### src/rtl/byte_alu_pkg.sv
package byte_alu_pkg;

  localparam int BYTE_W = 8;
  localparam int NIB_W  = BYTE_W / 2;
  localparam int OP_W   = 4;

  // Decimal correction constants derived from the nibble width
  localparam logic [BYTE_W-1:0] LOW_FIX  = BYTE_W'(6);
  localparam logic [BYTE_W-1:0] HIGH_FIX = BYTE_W'(6) << NIB_W;
  localparam logic [NIB_W-1:0]  NIB_MAX  = NIB_W'(9);

  typedef enum logic [OP_W-1:0] {
    OP_ADD  = 4'd0,
    OP_ADDC = 4'd1,
    OP_SUBB = 4'd2,
    OP_INC  = 4'd3,
    OP_DEC  = 4'd4,
    OP_AND  = 4'd5,
    OP_OR   = 4'd6,
    OP_XOR  = 4'd7,
    OP_CLR  = 4'd8,
    OP_CPL  = 4'd9,
    OP_RL   = 4'd10,
    OP_RLC  = 4'd11,
    OP_RR   = 4'd12,
    OP_RRC  = 4'd13,
    OP_SWAP = 4'd14,
    OP_DA   = 4'd15
  } aluOp_t;

  typedef enum logic [2:0] {
    U_ARITH,
    U_STEP,
    U_LOGIC,
    U_SHIFT,
    U_DADJ
  } unitSel_t;

  typedef enum logic [2:0] {
    L_AND,
    L_OR,
    L_XOR,
    L_CLR,
    L_CPL
  } logicSel_t;

  typedef enum logic [2:0] {
    S_RL,
    S_RLC,
    S_RR,
    S_RRC,
    S_SWAP
  } shiftSel_t;

  typedef struct packed {
    unitSel_t  unitSel;
    logic      subMode;
    logic      useCarry;
    logic      stepDown;
    logicSel_t logicSel;
    shiftSel_t shiftSel;
    logic      cyWe;
    logic      acWe;
    logic      ovWe;
  } aluStrobe_t;

endpackage

### src/rtl/byte_alu_ctrl.sv
module byte_alu_ctrl
  import byte_alu_pkg::*;
(
  input  logic [OP_W-1:0] opSel,
  output aluStrobe_t      stb
);

  always_comb begin
    stb          = '0;
    stb.unitSel  = U_LOGIC;
    stb.logicSel = L_AND;
    stb.shiftSel = S_RL;
    unique case (aluOp_t'(opSel))
      OP_ADD: begin
        stb.unitSel = U_ARITH;
        stb.cyWe = 1'b1; stb.acWe = 1'b1; stb.ovWe = 1'b1;
      end
      OP_ADDC: begin
        stb.unitSel  = U_ARITH;
        stb.useCarry = 1'b1;
        stb.cyWe = 1'b1; stb.acWe = 1'b1; stb.ovWe = 1'b1;
      end
      OP_SUBB: begin
        stb.unitSel  = U_ARITH;
        stb.subMode  = 1'b1;
        stb.useCarry = 1'b1;
        stb.cyWe = 1'b1; stb.acWe = 1'b1; stb.ovWe = 1'b1;
      end
      OP_INC:  stb.unitSel = U_STEP;
      OP_DEC: begin
        stb.unitSel  = U_STEP;
        stb.stepDown = 1'b1;
      end
      OP_AND:  stb.logicSel = L_AND;
      OP_OR:   stb.logicSel = L_OR;
      OP_XOR:  stb.logicSel = L_XOR;
      OP_CLR:  stb.logicSel = L_CLR;
      OP_CPL:  stb.logicSel = L_CPL;
      OP_RL: begin
        stb.unitSel  = U_SHIFT;
        stb.shiftSel = S_RL;
      end
      OP_RLC: begin
        stb.unitSel  = U_SHIFT;
        stb.shiftSel = S_RLC;
        stb.cyWe     = 1'b1;
      end
      OP_RR: begin
        stb.unitSel  = U_SHIFT;
        stb.shiftSel = S_RR;
      end
      OP_RRC: begin
        stb.unitSel  = U_SHIFT;
        stb.shiftSel = S_RRC;
        stb.cyWe     = 1'b1;
      end
      OP_SWAP: begin
        stb.unitSel  = U_SHIFT;
        stb.shiftSel = S_SWAP;
      end
      OP_DA: begin
        stb.unitSel = U_DADJ;
        stb.cyWe    = 1'b1;
      end
      default: stb.unitSel = U_LOGIC;
    endcase
  end

endmodule

### src/rtl/byte_alu_datapath.sv
module byte_alu_datapath
  import byte_alu_pkg::*;
(
  input  aluStrobe_t        stb,
  input  logic [BYTE_W-1:0] accIn,
  input  logic [BYTE_W-1:0] srcIn,
  input  logic              cyIn,
  input  logic              acIn,
  input  logic              ovIn,
  output logic [BYTE_W-1:0] resultOut,
  output logic              cyNext,
  output logic              acNext,
  output logic              ovNext
);

  localparam int MSB = BYTE_W - 1;

  // Shared adder: subtract is accumulator + ~operand + ~borrow
  logic [BYTE_W-1:0] addOpnd;
  logic              addCin;
  logic [BYTE_W:0]   addSum;
  logic [NIB_W:0]    addLow;
  logic              arCy, arAc, arOv;

  always_comb begin
    addOpnd = stb.subMode ? ~srcIn : srcIn;
    addCin  = stb.subMode ? ~(stb.useCarry & cyIn) : (stb.useCarry & cyIn);
    addSum  = {1'b0, accIn} + {1'b0, addOpnd} + {{BYTE_W{1'b0}}, addCin};
    addLow  = {1'b0, accIn[NIB_W-1:0]} + {1'b0, addOpnd[NIB_W-1:0]}
            + {{NIB_W{1'b0}}, addCin};
    arCy    = addSum[BYTE_W] ^ stb.subMode;
    arAc    = addLow[NIB_W] ^ stb.subMode;
    arOv    = (accIn[MSB] == addOpnd[MSB]) && (addSum[MSB] != accIn[MSB]);
  end

  // Increment / decrement
  logic [BYTE_W-1:0] stepRes;
  always_comb begin
    stepRes = stb.stepDown ? accIn - BYTE_W'(1) : accIn + BYTE_W'(1);
  end

  // Bitwise unit
  logic [BYTE_W-1:0] logicRes;
  always_comb begin
    unique case (stb.logicSel)
      L_AND:   logicRes = accIn & srcIn;
      L_OR:    logicRes = accIn | srcIn;
      L_XOR:   logicRes = accIn ^ srcIn;
      L_CLR:   logicRes = '0;
      L_CPL:   logicRes = ~accIn;
      default: logicRes = '0;
    endcase
  end

  // Rotate / swap unit
  logic [BYTE_W-1:0] shiftRes;
  logic              shiftCy;
  always_comb begin
    shiftCy = cyIn;
    unique case (stb.shiftSel)
      S_RL:   shiftRes = {accIn[MSB-1:0], accIn[MSB]};
      S_RLC: begin
        shiftRes = {accIn[MSB-1:0], cyIn};
        shiftCy  = accIn[MSB];
      end
      S_RR:   shiftRes = {accIn[0], accIn[MSB:1]};
      S_RRC: begin
        shiftRes = {cyIn, accIn[MSB:1]};
        shiftCy  = accIn[0];
      end
      S_SWAP:  shiftRes = {accIn[NIB_W-1:0], accIn[MSB:NIB_W]};
      default: shiftRes = accIn;
    endcase
  end

  // Decimal correction, two sequential nibble steps
  logic [BYTE_W:0] daMid, daEnd;
  logic            daLowFix, daHighFix, daCyMid;
  always_comb begin
    daLowFix  = (accIn[NIB_W-1:0] > NIB_MAX) || acIn;
    daMid     = {1'b0, accIn} + (daLowFix ? {1'b0, LOW_FIX} : '0);
    daCyMid   = cyIn | daMid[BYTE_W];
    daHighFix = (daMid[MSB:NIB_W] > NIB_MAX) || daCyMid;
    daEnd     = {1'b0, daMid[MSB:0]} + (daHighFix ? {1'b0, HIGH_FIX} : '0);
  end

  // Result and flag select
  always_comb begin
    resultOut = logicRes;
    cyNext    = cyIn;
    acNext    = acIn;
    ovNext    = ovIn;
    unique case (stb.unitSel)
      U_ARITH: begin
        resultOut = addSum[MSB:0];
        cyNext    = arCy;
        acNext    = arAc;
        ovNext    = arOv;
      end
      U_STEP:  resultOut = stepRes;
      U_LOGIC: resultOut = logicRes;
      U_SHIFT: begin
        resultOut = shiftRes;
        cyNext    = shiftCy;
      end
      U_DADJ: begin
        resultOut = daEnd[MSB:0];
        cyNext    = daCyMid | daEnd[BYTE_W];
      end
      default: resultOut = logicRes;
    endcase
  end

endmodule

### src/rtl/byte_alu.sv
module byte_alu
  import byte_alu_pkg::*;
(
  input  logic              clk,
  input  logic              rstN,
  input  logic [OP_W-1:0]   opSel,
  input  logic [BYTE_W-1:0] accIn,
  input  logic [BYTE_W-1:0] srcIn,
  input  logic              cyIn,
  input  logic              acIn,
  input  logic              ovIn,
  output logic [BYTE_W-1:0] resultOut,
  output logic              cyWe,
  output logic              acWe,
  output logic              ovWe,
  output logic              cyQ,
  output logic              acQ,
  output logic              ovQ
);

  aluStrobe_t stb;
  logic cyNext, acNext, ovNext;

  byte_alu_ctrl u_ctrl (
    .opSel (opSel),
    .stb   (stb)
  );

  byte_alu_datapath u_dp (
    .stb       (stb),
    .accIn     (accIn),
    .srcIn     (srcIn),
    .cyIn      (cyIn),
    .acIn      (acIn),
    .ovIn      (ovIn),
    .resultOut (resultOut),
    .cyNext    (cyNext),
    .acNext    (acNext),
    .ovNext    (ovNext)
  );

  assign cyWe = stb.cyWe;
  assign acWe = stb.acWe;
  assign ovWe = stb.ovWe;

  always_ff @(posedge clk) begin
    if (!rstN) begin
      cyQ <= 1'b0;
      acQ <= 1'b0;
      ovQ <= 1'b0;
    end else begin
      if (stb.cyWe) cyQ <= cyNext;
      if (stb.acWe) acQ <= acNext;
      if (stb.ovWe) ovQ <= ovNext;
    end
  end

endmodule

### config.mk
export PLATFORM = sky130hd
export DESIGN_NAME = byte_alu
export DESIGN_NICKNAME = d
export VERILOG_FILES = /design/src/rtl/byte_alu_pkg.sv /design/src/rtl/byte_alu_ctrl.sv /design/src/rtl/byte_alu_datapath.sv /design/src/rtl/byte_alu.sv
export SDC_FILE = /design/constraint.sdc
export NUM_CORES = 1
export LEC_CHECK = 0
export ABC_AREA = 1
export BUFFER_PORTS_ARGS = -buffer_cell sky130_fd_sc_hd__buf_4
export CAP_MARGIN = 20
export CELL_PAD_IN_SITES_DETAIL_PLACEMENT = 0
export CELL_PAD_IN_SITES_GLOBAL_PLACEMENT = 1
export CORE_AREA = 10 10 87 89
export CTS_CLUSTER_DIAMETER = 150
export DETAILED_ROUTE_END_ITERATION = 8
export DIE_AREA = 0 0 97 99
export PLACE_DENSITY = 0.94
export SLEW_MARGIN = 5
export SYNTH_ARGS = -nofsm -noshare
export SYNTH_HDL_FRONTEND = slang
export SYNTH_SLANG_ARGS = --single-unit
### constraint.sdc
create_clock -name clk -period 8.65 [get_ports clk]
set_clock_uncertainty 0.15 [all_clocks]
set_input_delay 1.73 -clock clk [delete_from_list [all_inputs] [get_ports clk]]
set_output_delay 1.73 -clock clk [all_outputs]
set_load 0.005 [all_outputs]
# == Word-level counts from Yosys, hierarchy flattened ==
# Cells that the tools add are included.
# W data, S select, Z words.
# word_totals
regBits,3
in_bits,25
# classes
n_addsub,8
n_lt_le_gt_ge,2
eq_ne,26
n_mux,20
n_bitwise,11
reduce_logical,12
# op_table
operator,count
$pmux W8 S4,2
$pmux W8 S5,1
$pmux W3 S4,3
$eq A4 B4 Y1 const B,8
$add A8 B9 Y9,2
$mux W8,2
$not A8 Y8,2
$eq A3 B2 Y1 const B,4
$eq A4 B3 Y1 const B,3
$add A8 B8 Y9,1
$add A9 B1 Y9,1
$eq A3 B1 Y1 const B,3
$eq A3 B3 Y1 const B,3
$logic_not A3 Y1,3
$add A8 B1 Y8 const B,1
$and A8 B8 Y8,1
$eq A4 B2 Y1 const B,2
$gt A4 B4 Y1 const B,2
$or A8 B8 Y8,1
$sub A8 B1 Y8 const B,1
$xor A8 B8 Y8,1
$mux W1,7
$mux W7,1
$reduce_or A6 Y1,1
19 further kinds,23

# == Longest topological paths before layout ==
# Gate-level depths: netlist (run 1).
# logic_depth
word_depth,10
ltp_mapped,19

# == Modules after synthesis ==
# Synthesis (run 1) repeated with hierarchy kept, for this count alone.
# unflattened
cells_unflattened,458
area_unflattened_um2,2562.5
# by_module_without_submodules
mod,instances,cells_each,area_each_um2
byte_alu_datapath,1,392,2225.9
byte_alu_ctrl,1,48,212.7
byte_alu,1,18,123.9

# == Least setup slack after synthesis (run 1) ==
# No wires, ideal clock.
# synth_timing
path_kind,input to output
from,input accIn[3]
to,output resultOut[6]
arrival_ps,4325
t_required_ps,6770
setup_slack_ps,2445
cell_stages,14
n_path_buf,1
cell_sequence,buf_2 > inv_1 > o21bai_1 > ha_1 > fa_1 > nand3_1 > inv_1 > nand3_1 > nand2_1 > o21ai_0 > ha_1 > fa_1 > a22oi_1 > nand4_1
# synth_via
elab_chain_cells,9
# synth_lines
element,line,rtl
from (decl),byte_alu.sv:7,"input logic [BYTE_W-1:0] accIn,"
$gt A4 B4 Y1,byte_alu_datapath.sv:80,daLowFix = (accIn[NIB_W-1:0] > NIB_MAX) || acIn;
$logic_or A1 B1 Y1,byte_alu_datapath.sv:80,
$mux W3,byte_alu_datapath.sv:81,"daMid = {1'b0, accIn} + (daLowFix ? {1'b0, LOW_FIX} : '0);"
$add A8 B9 Y9,byte_alu_datapath.sv:81,
$gt A4 B4 Y1 or $or A1 B1 Y1 (tied branches),"byte_alu_datapath.sv:83, byte_alu_datapath.sv:82",
$logic_or A1 B1 Y1,byte_alu_datapath.sv:83,daHighFix = (daMid[MSB:NIB_W] > NIB_MAX) || daCyMid;
$mux W7,byte_alu_datapath.sv:84,"daEnd = {1'b0, daMid[MSB:0]} + (daHighFix ? {1'b0, HIGH_FIX} : '0);"
$add A8 B9 Y9,byte_alu_datapath.sv:84,
$pmux W8 S4 *,byte_alu_datapath.sv:93,unique case (stb.unitSel)
to (decl),byte_alu.sv:12,"output logic [BYTE_W-1:0] resultOut,"
# Every way passes the cells marked *; elsewhere a longest branch is shown, timed or not.

# == Final worst setup path (run 1) ==
# Same ends and word-level chain as after synthesis.

==> parameters.txt, run 1 <==
Parameter                              Value

STA
  Slew at the pin closest to its max-slew limit    0.489 ns
  Setup-failing EPs final    0
  Final period demand of the worst path    6.82 ns
  Worst relative slew slack    67.4%
  Final-report max-slew violation count    0
  Final Hold Fails    0
  Fraction of the cycle the final worst path needs    78.8%
  Max frequency    147 MHz
  Sum of negative setup slack    0 ns
  Unrepaired setup endpoints after global routing    false
  Smallest setup slack after layout    between 1.5 and 2 ns
  Post-route worst hold slack    0.318 ns

Layout
  Non-filler instance count after layout    roughly 530
  Most frequent standard cell in the layout excluding fill and tap cells    nand2_1
  Share of final-layout standard cells stronger than drive strength 1    13.8%
  Ant. Diodes    0
  Number of filler cells placed in the layout    between 600 and 700
  Area of all placed cells without fillers    between 2000 and 3000 um^2
  Post-layout nets    522
  Area added between synthesis and finish    15.8%
  Most frequent cells in the layout    137 x nand2_1, 68 x inv_1, 43 x nand3_1, 37 x buf_4, 33 x ha_1

Power and ir drop
  Switching Power    around 0.0001 W
  Areal power density over the cells    74.5 nW/um^2
  Proportion of power drawn by combinational gates    72.2%
  Peak supply drop    roughly 0.08 mV
  Part of the total power dissipated in the clock network    around a fifth
  Register share of total power    ~7.5%
  Switching portion of total power    48.8%
  Leakage power of the design    around 1.6 nW
  Pint    0.000104 W

Global route
  Remaining Overflow, GRT    0
  Number of global-route vias before repair    between 2k and 3k
  Largest net degree at the start of global routing    13
  Wire length of the first global-routing pass    12.8 mm
  Number of antenna violations at the first check in global routing    0
  Global Route Usage Sum    15.7%

Routing
  Total via count after detailed routing    2760
  1st-iter DRT viols    around 140
  Number of nets with antenna violations after detailed routing    0
  First-pass detailed-route iteration total    5
  Drt total wl    7.87 mm
  Final routed DRC violation total    0
  Routed len/inst    roughly 15 um
  Via-per-instance ratio    5.18

Worst hold path
  Class of the worst hold path    flip-flop to flip-flop

Synthesis
  Post-synth net total    488
  Portion of the post-synthesis area used by sequential elements    2.54%
  Mapped Area    2360 um^2
  Number of synthesized flops with an enable pin    0
  Number of distinct library cell variants in the gate-level netlist after synthesis    36
  Mapped Avg Cell Area    5.56 um^2
  Synthesis warning total    0
  Share of synthesized flip-flops with an asynchronous set or reset    0%
  Prevailing post-synth register cell    dfxtp_1
  Cell count after synthesis    425
  Flip-flop and latch count after synthesis    3

Critical path
  Worst setup path category    primary input to output port
  Slowest cell on the critical path    fa_1
  Reg-to-reg setup timing slack    roughly 7.9 ns
  CP required    6.77 ns
  Worst setup EP type    output port
  Delay contributed by the slowest stage of the critical path    ~0.41 ns
  Worst Setup Start Kind    primary input
  Endpoint of the worst register-to-register path    cyQ$_SDFFE_PN0P_
  Endpoint of the most critical setup path    resultOut[6]
  Cell depth of the worst setup path    14
  Arrival time reported for the critical path endpoint    4.94 ns
  Kind of cell adding the most delay to the critical path    compound AO/OA/AOI/OAI gates
  Max Fanout on Critical Path    12
  Depth of the worst register-to-register path    4
  RR Startpoint    cyQ$_SDFFE_PN0P_
  Beginning of the critical path    accIn[3]
  Ordered cell list for the critical path    buf_4 -> inv_1 -> o21bai_1 -> ha_1 -> fa_1 -> nand3_1 -> o21ai_1 -> nand2_1 -> o21ai_0 -> ha_1 -> fa_1 -> a22oi_1 -> nand4_1 -> buf_4
  Worst Path Buf+Inv    3

Die
  Area of the placeable core    5850 um^2
  Total I/O pin count    39
  Die outline width    approximately 97 um
  Total number of placement rows    28
  Effective utilization at floorplan    40.4%
  Die Span Y    99 um
  Die area    9600 um^2

Placement
  Port Buffer Count    37
  Post-DP Area    2690 um^2
  Final weighted congestion in routability-driven placement    ~0.92
  Placed wire-length estimate after detailed placement    6.31 mm
  Pre-CTS setup slack    around 1.9 ns
  Placed cell count    529

Flow run
  Max-cap violations    0

Clock tree
  CTS sink cnt    3
  Clock tree from TritonCTS    yes
  CTS max path bufs    2
  Skew-Pair Late Insertion Delay    roughly 0.22 ns
  Number of hold-repair buffers added at the cts stage    0
  Clock buffers created by TritonCTS    3
  Master cell of the clock root buffer    clkbuf_8
  Clock slew at reported path FFs    about 0.03 ns
  Resize count post-CTS    0
  CTS H-tree depth    1
  Count of buffers added by post-CTS timing repair for setup    0

Status
  Status    completed
tightest hold or removal path, cell delays in order, from the launching register on:
cell,delay [ns]
dfxtp_1,0.30
nand2_1,0.06
a21oi_1,0.06
flip-flops by register name, summed over array words and instances (netlist names):
name and cells:
acQ 1, cyQ 1, ovQ 1
logic make-up after synthesis:
| family | synth area share [%] |
|---|---|
| flops | 2.54 |
| buf+inv | 13.4 |
| fa+ha+maj | 21.7 |
| simple gates | 44.9 |
| xor+xnor | 3.71 |
| compound gates | 13.7 |
cell usage after synthesis, drive strengths merged (2+ instances only):
library cell,number,area (um^2)
o2111ai,3,26.3
o211ai,4,35.0
clkbuf,2,7.51
a22oi,2,15.0
ha,33,413
dfxtp,3,60.1
a22o,2,17.5
xor2,9,78.8
fa,5,100
nand2,142,551
nand4,13,81.3
nand3b,2,15.0
nor2,39,176
or2,2,12.5
inv,73,274
a21oi,15,75.1
buf,6,35.0
nand3,43,215
o21ai,19,118
worst min-delay path by stage:
stage,start,end,cells past startpoint
after floorplan,ovQ$_SDFFE_PN0N_,ovQ$_SDFFE_PN0N_,2
after global placement,ovQ$_SDFFE_PN0N_,ovQ$_SDFFE_PN0N_,2
after detailed placement,ovQ$_SDFFE_PN0N_,ovQ$_SDFFE_PN0N_,2
after CTS,ovQ$_SDFFE_PN0N_,ovQ$_SDFFE_PN0N_,2
after global routing,ovQ$_SDFFE_PN0N_,ovQ$_SDFFE_PN0N_,2
final,ovQ$_SDFFE_PN0N_,ovQ$_SDFFE_PN0N_,2
stage by stage:
stage,power [W],utilization (%)
2_1_floorplan,0.000109,-
3_3_place_gp,0.000158,46.0
3_5_place_dp,0.000161,46.0
4_1_cts,0.000204,46.8
5_1_grt,0.000226,46.8
6_report,0.000204,46.8
per-layer routing:
layer	vias up	part of all wire, %	wire (um)	GRT usage, %
met3	4	4.2	328	1.61
met4	0	0.56	44	3.18
met1	1239	47	3720	19.5
met5	-	0	0	0
li1	1436	-	-	-
met2	81	48	3780	28.5
power groups by stage:
stage	combinational [W]	clock, W	sequential, W
after CTS	0.000146	0.0000427	0.0000153
after global routing	0.000166	0.0000439	0.0000154
after global placement	0.000143	0	0.0000155
after floorplan	0.0000937	0	0.0000156
after detailed placement	0.000146	0	0.0000155
final	0.000147	0.0000414	0.0000153
area by class of cell:
class	instances	area (um^2)	share of cell area [%]
multi-input cells	341	1990	72.6
flip-flops and latches	3	60.1	2.19
well taps	75	93.8	3.43
inverters	73	274	10.0
clock buffers	4	45.0	1.65
repair buffers	37	278	10.1
(Power assumes the default switching activity.)
==> inputs of run 2 (changes only) <==
- CORE_AREA: 10 10 87 89 -> 10 10 94 96
- DIE_AREA: 0 0 97 99 -> 0 0 104 106
- PLACE_DENSITY: 0.94 -> 0.86
- clock period: 8.65 -> 5.66 ns (I/O delays scaled with it)
==> run 2 against run 1 <==
Effect of this change: wire length fell by 1.9%; sequential share of layout area barely moved; cell count rose by 4.9%; die area rose by 15%; count of clock-buffer cells in the layout did not move; clock power rose by 48%; sequential power rose by 54%; global-route usage fell by 1.9 points; combinational power rose by 52%; critical endpoint unchanged.
==> parameters.txt, run 2 (synthesized netlist as in run 1, its figures left out) <==
Parameter                              Value

Global route
  Number of global-route vias before repair    around 2.7k
  Global Route Usage Sum    approximately 14%
  Wire length of the first global-routing pass    ~13 mm
  Remaining Overflow, GRT    0
  Number of antenna violations at the first check in global routing    0
  Largest net degree at the start of global routing    13

Critical path
  Worst setup path category    primary input to output port
  Reg-to-reg setup timing slack    4.85 ns
  Depth of the worst register-to-register path    2
  Worst setup EP type    output port
  Beginning of the critical path    accIn[2]
  RR Startpoint    acQ$_SDFFE_PN0N_
  Endpoint of the worst register-to-register path    acQ$_SDFFE_PN0N_
  Worst Setup Start Kind    primary input
  Arrival time reported for the critical path endpoint    4.01 ns
  Max Fanout on Critical Path    9
  CP required    4.38 ns
  Endpoint of the most critical setup path    resultOut[6]

Layout
  Most frequent standard cell in the layout excluding fill and tap cells    nand2_1
  Most frequent cells in the layout    137 x nand2_1, 68 x inv_1, 43 x nand3_1, 39 x buf_4, 33 x ha_1
  Area of all placed cells without fillers    between 2000 and 3000 um^2
  Finished Core Util    39.5%
  Ant. Diodes    0
  Share of final-layout standard cells stronger than drive strength 1    14.3%
  Area added between synthesis and finish    17.9%
  Largest registers ranked by flip-flop count    acQ: 1 flops, cyQ: 1 flops, ovQ: 1 flops
  Number of filler cells placed in the layout    830
  Post-layout nets    524

Worst hold path
  Class of the worst hold path    flip-flop to flip-flop
  Min-delay src    ovQ$_SDFFE_PN0N_

Routing
  Drt total wl    7.73 mm
  Total via count after detailed routing    2782
  Via-per-instance ratio    4.98
  First-pass detailed-route iteration total    5
  Number of nets with antenna violations after detailed routing    0
  1st-iter DRT viols    168
  Final routed DRC violation total    0
  Routed len/inst    13.8 um

Flow run
  Max-cap violations    0

Clock tree
  CTS sink cnt    3
  Clock tree from TritonCTS    yes
  Clock buffers created by TritonCTS    3
  Master cell of the clock root buffer    clkbuf_8
  CTS H-tree depth    1
  Count of buffers added by post-CTS timing repair for setup    0
  Skew-Pair Late Insertion Delay    0.21 ns
  Clock slew at reported path FFs    roughly 0.030 ns
  CTS max path bufs    2

Power and ir drop
  Peak supply drop    0.102 mV
  Leakage power of the design    1.58 nW
  Total power consumption of the routed design    0.000309 W
  Areal power density over the cells    111 nW/um^2

STA
  Smallest setup slack after layout    about 0.37 ns
  Slew at the pin closest to its max-slew limit    roughly 0.48 ns
  Worst relative slew slack    68.2%
  Final-report max-slew violation count    0
  Fraction of the cycle the final worst path needs    between 90 and 100%
  Final period demand of the worst path    5.29 ns
  Max frequency    ~190 MHz
  Sum of negative setup slack    0 ns
  Unrepaired setup endpoints after global routing    false
  Final Hold Fails    0
  Setup-failing EPs final    0

Placement
  Post-DP Area    2740 um^2
  Port Buffer Count    37
  Final weighted congestion in routability-driven placement    0.868
  Placed wire-length estimate after detailed placement    between 6 and 7 mm
  Pre-CTS setup slack    0.359 ns

Die
  Die area    roughly 11000 um^2
  Total I/O pin count    39
  Effective utilization at floorplan    about a third
  Die outline width    104 um
  Die Span Y    roughly 110 um
  Total number of placement rows    31
  Area of the placeable core    7060 um^2

Status
  Status    completed
==> run 2: metal layers <==
metal	global-route usage [%]	vias to the layer above	routed length [um]
met5	0	-	0
met4	2.49	0	71
met3	1.39	8	420
met2	24.5	85	3770
met1	17.9	1253	3470
li1	-	1436	-
==> run 2: cell type report <==
cell class / count / area, um^2 / share of cell area (%)
Multi-Input combinational cell: 341 / 1990 / 71.4
Timing Repair Buffer: 39 / 293 / 10.5
Inverter: 73 / 274 / 9.83
Tap cell: 99 / 124 / 4.45
Sequential cell: 3 / 60.1 / 2.16
Clock buffer: 4 / 45.0 / 1.62
==> run 2: how the worst min path moves through the flow <==
stage | to | slack, ns | cells after the start
after floorplan | ovQ$_SDFFE_PN0N_ | 0.31 | 2
after global placement | ovQ$_SDFFE_PN0N_ | 0.31 | 2
after detailed placement | ovQ$_SDFFE_PN0N_ | 0.32 | 2
after CTS | ovQ$_SDFFE_PN0N_ | 0.32 | 2
after global routing | ovQ$_SDFFE_PN0N_ | 0.33 | 2
final | ovQ$_SDFFE_PN0N_ | 0.31 | 2
==> run 2: through the flow <==
| stage | hold slack, ns | std cells |
|---|---|---|
| 6_report | 0.314 | 559 |
| 5_1_grt | 0.333 | 559 |
| 4_1_cts | 0.320 | 559 |
| 3_5_place_dp | 0.316 | 555 |
| 3_3_place_gp | 0.308 | 555 |
| 2_1_floorplan | 0.308 | 425 |
==> run 2: power breakdown <==
group | internal (W) | switching [W] | total (W)
logic | 0.0000893 | 0.000135 | 0.000224
clock network | 0.0000479 | 0.0000134 | 0.0000613
registers | 0.0000228 | 0.000000709 | 0.0000235
total | 0.000160 | 0.000149 | 0.000309
==> run 2: worst max-delay path, stage by stage <==
cell and delay, ns:
buf_4 0.16, nor2_1 0.14, o21bai_2 0.10, ha_1 0.22, fa_1 0.40, nand3_1 0.16, inv_1 0.05, nand3_1 0.10
nand2_1 0.08, o21ai_0 0.23, ha_1 0.24, fa_1 0.43, a22oi_1 0.25, nand4_1 0.14, buf_4 0.16
==> run 2: timing repair <==
action                                  4_1_cts  5_1_grt
gates resized for setup                       0        1
endpoints found under the setup margin        0        1
hold buffers                                  0        0
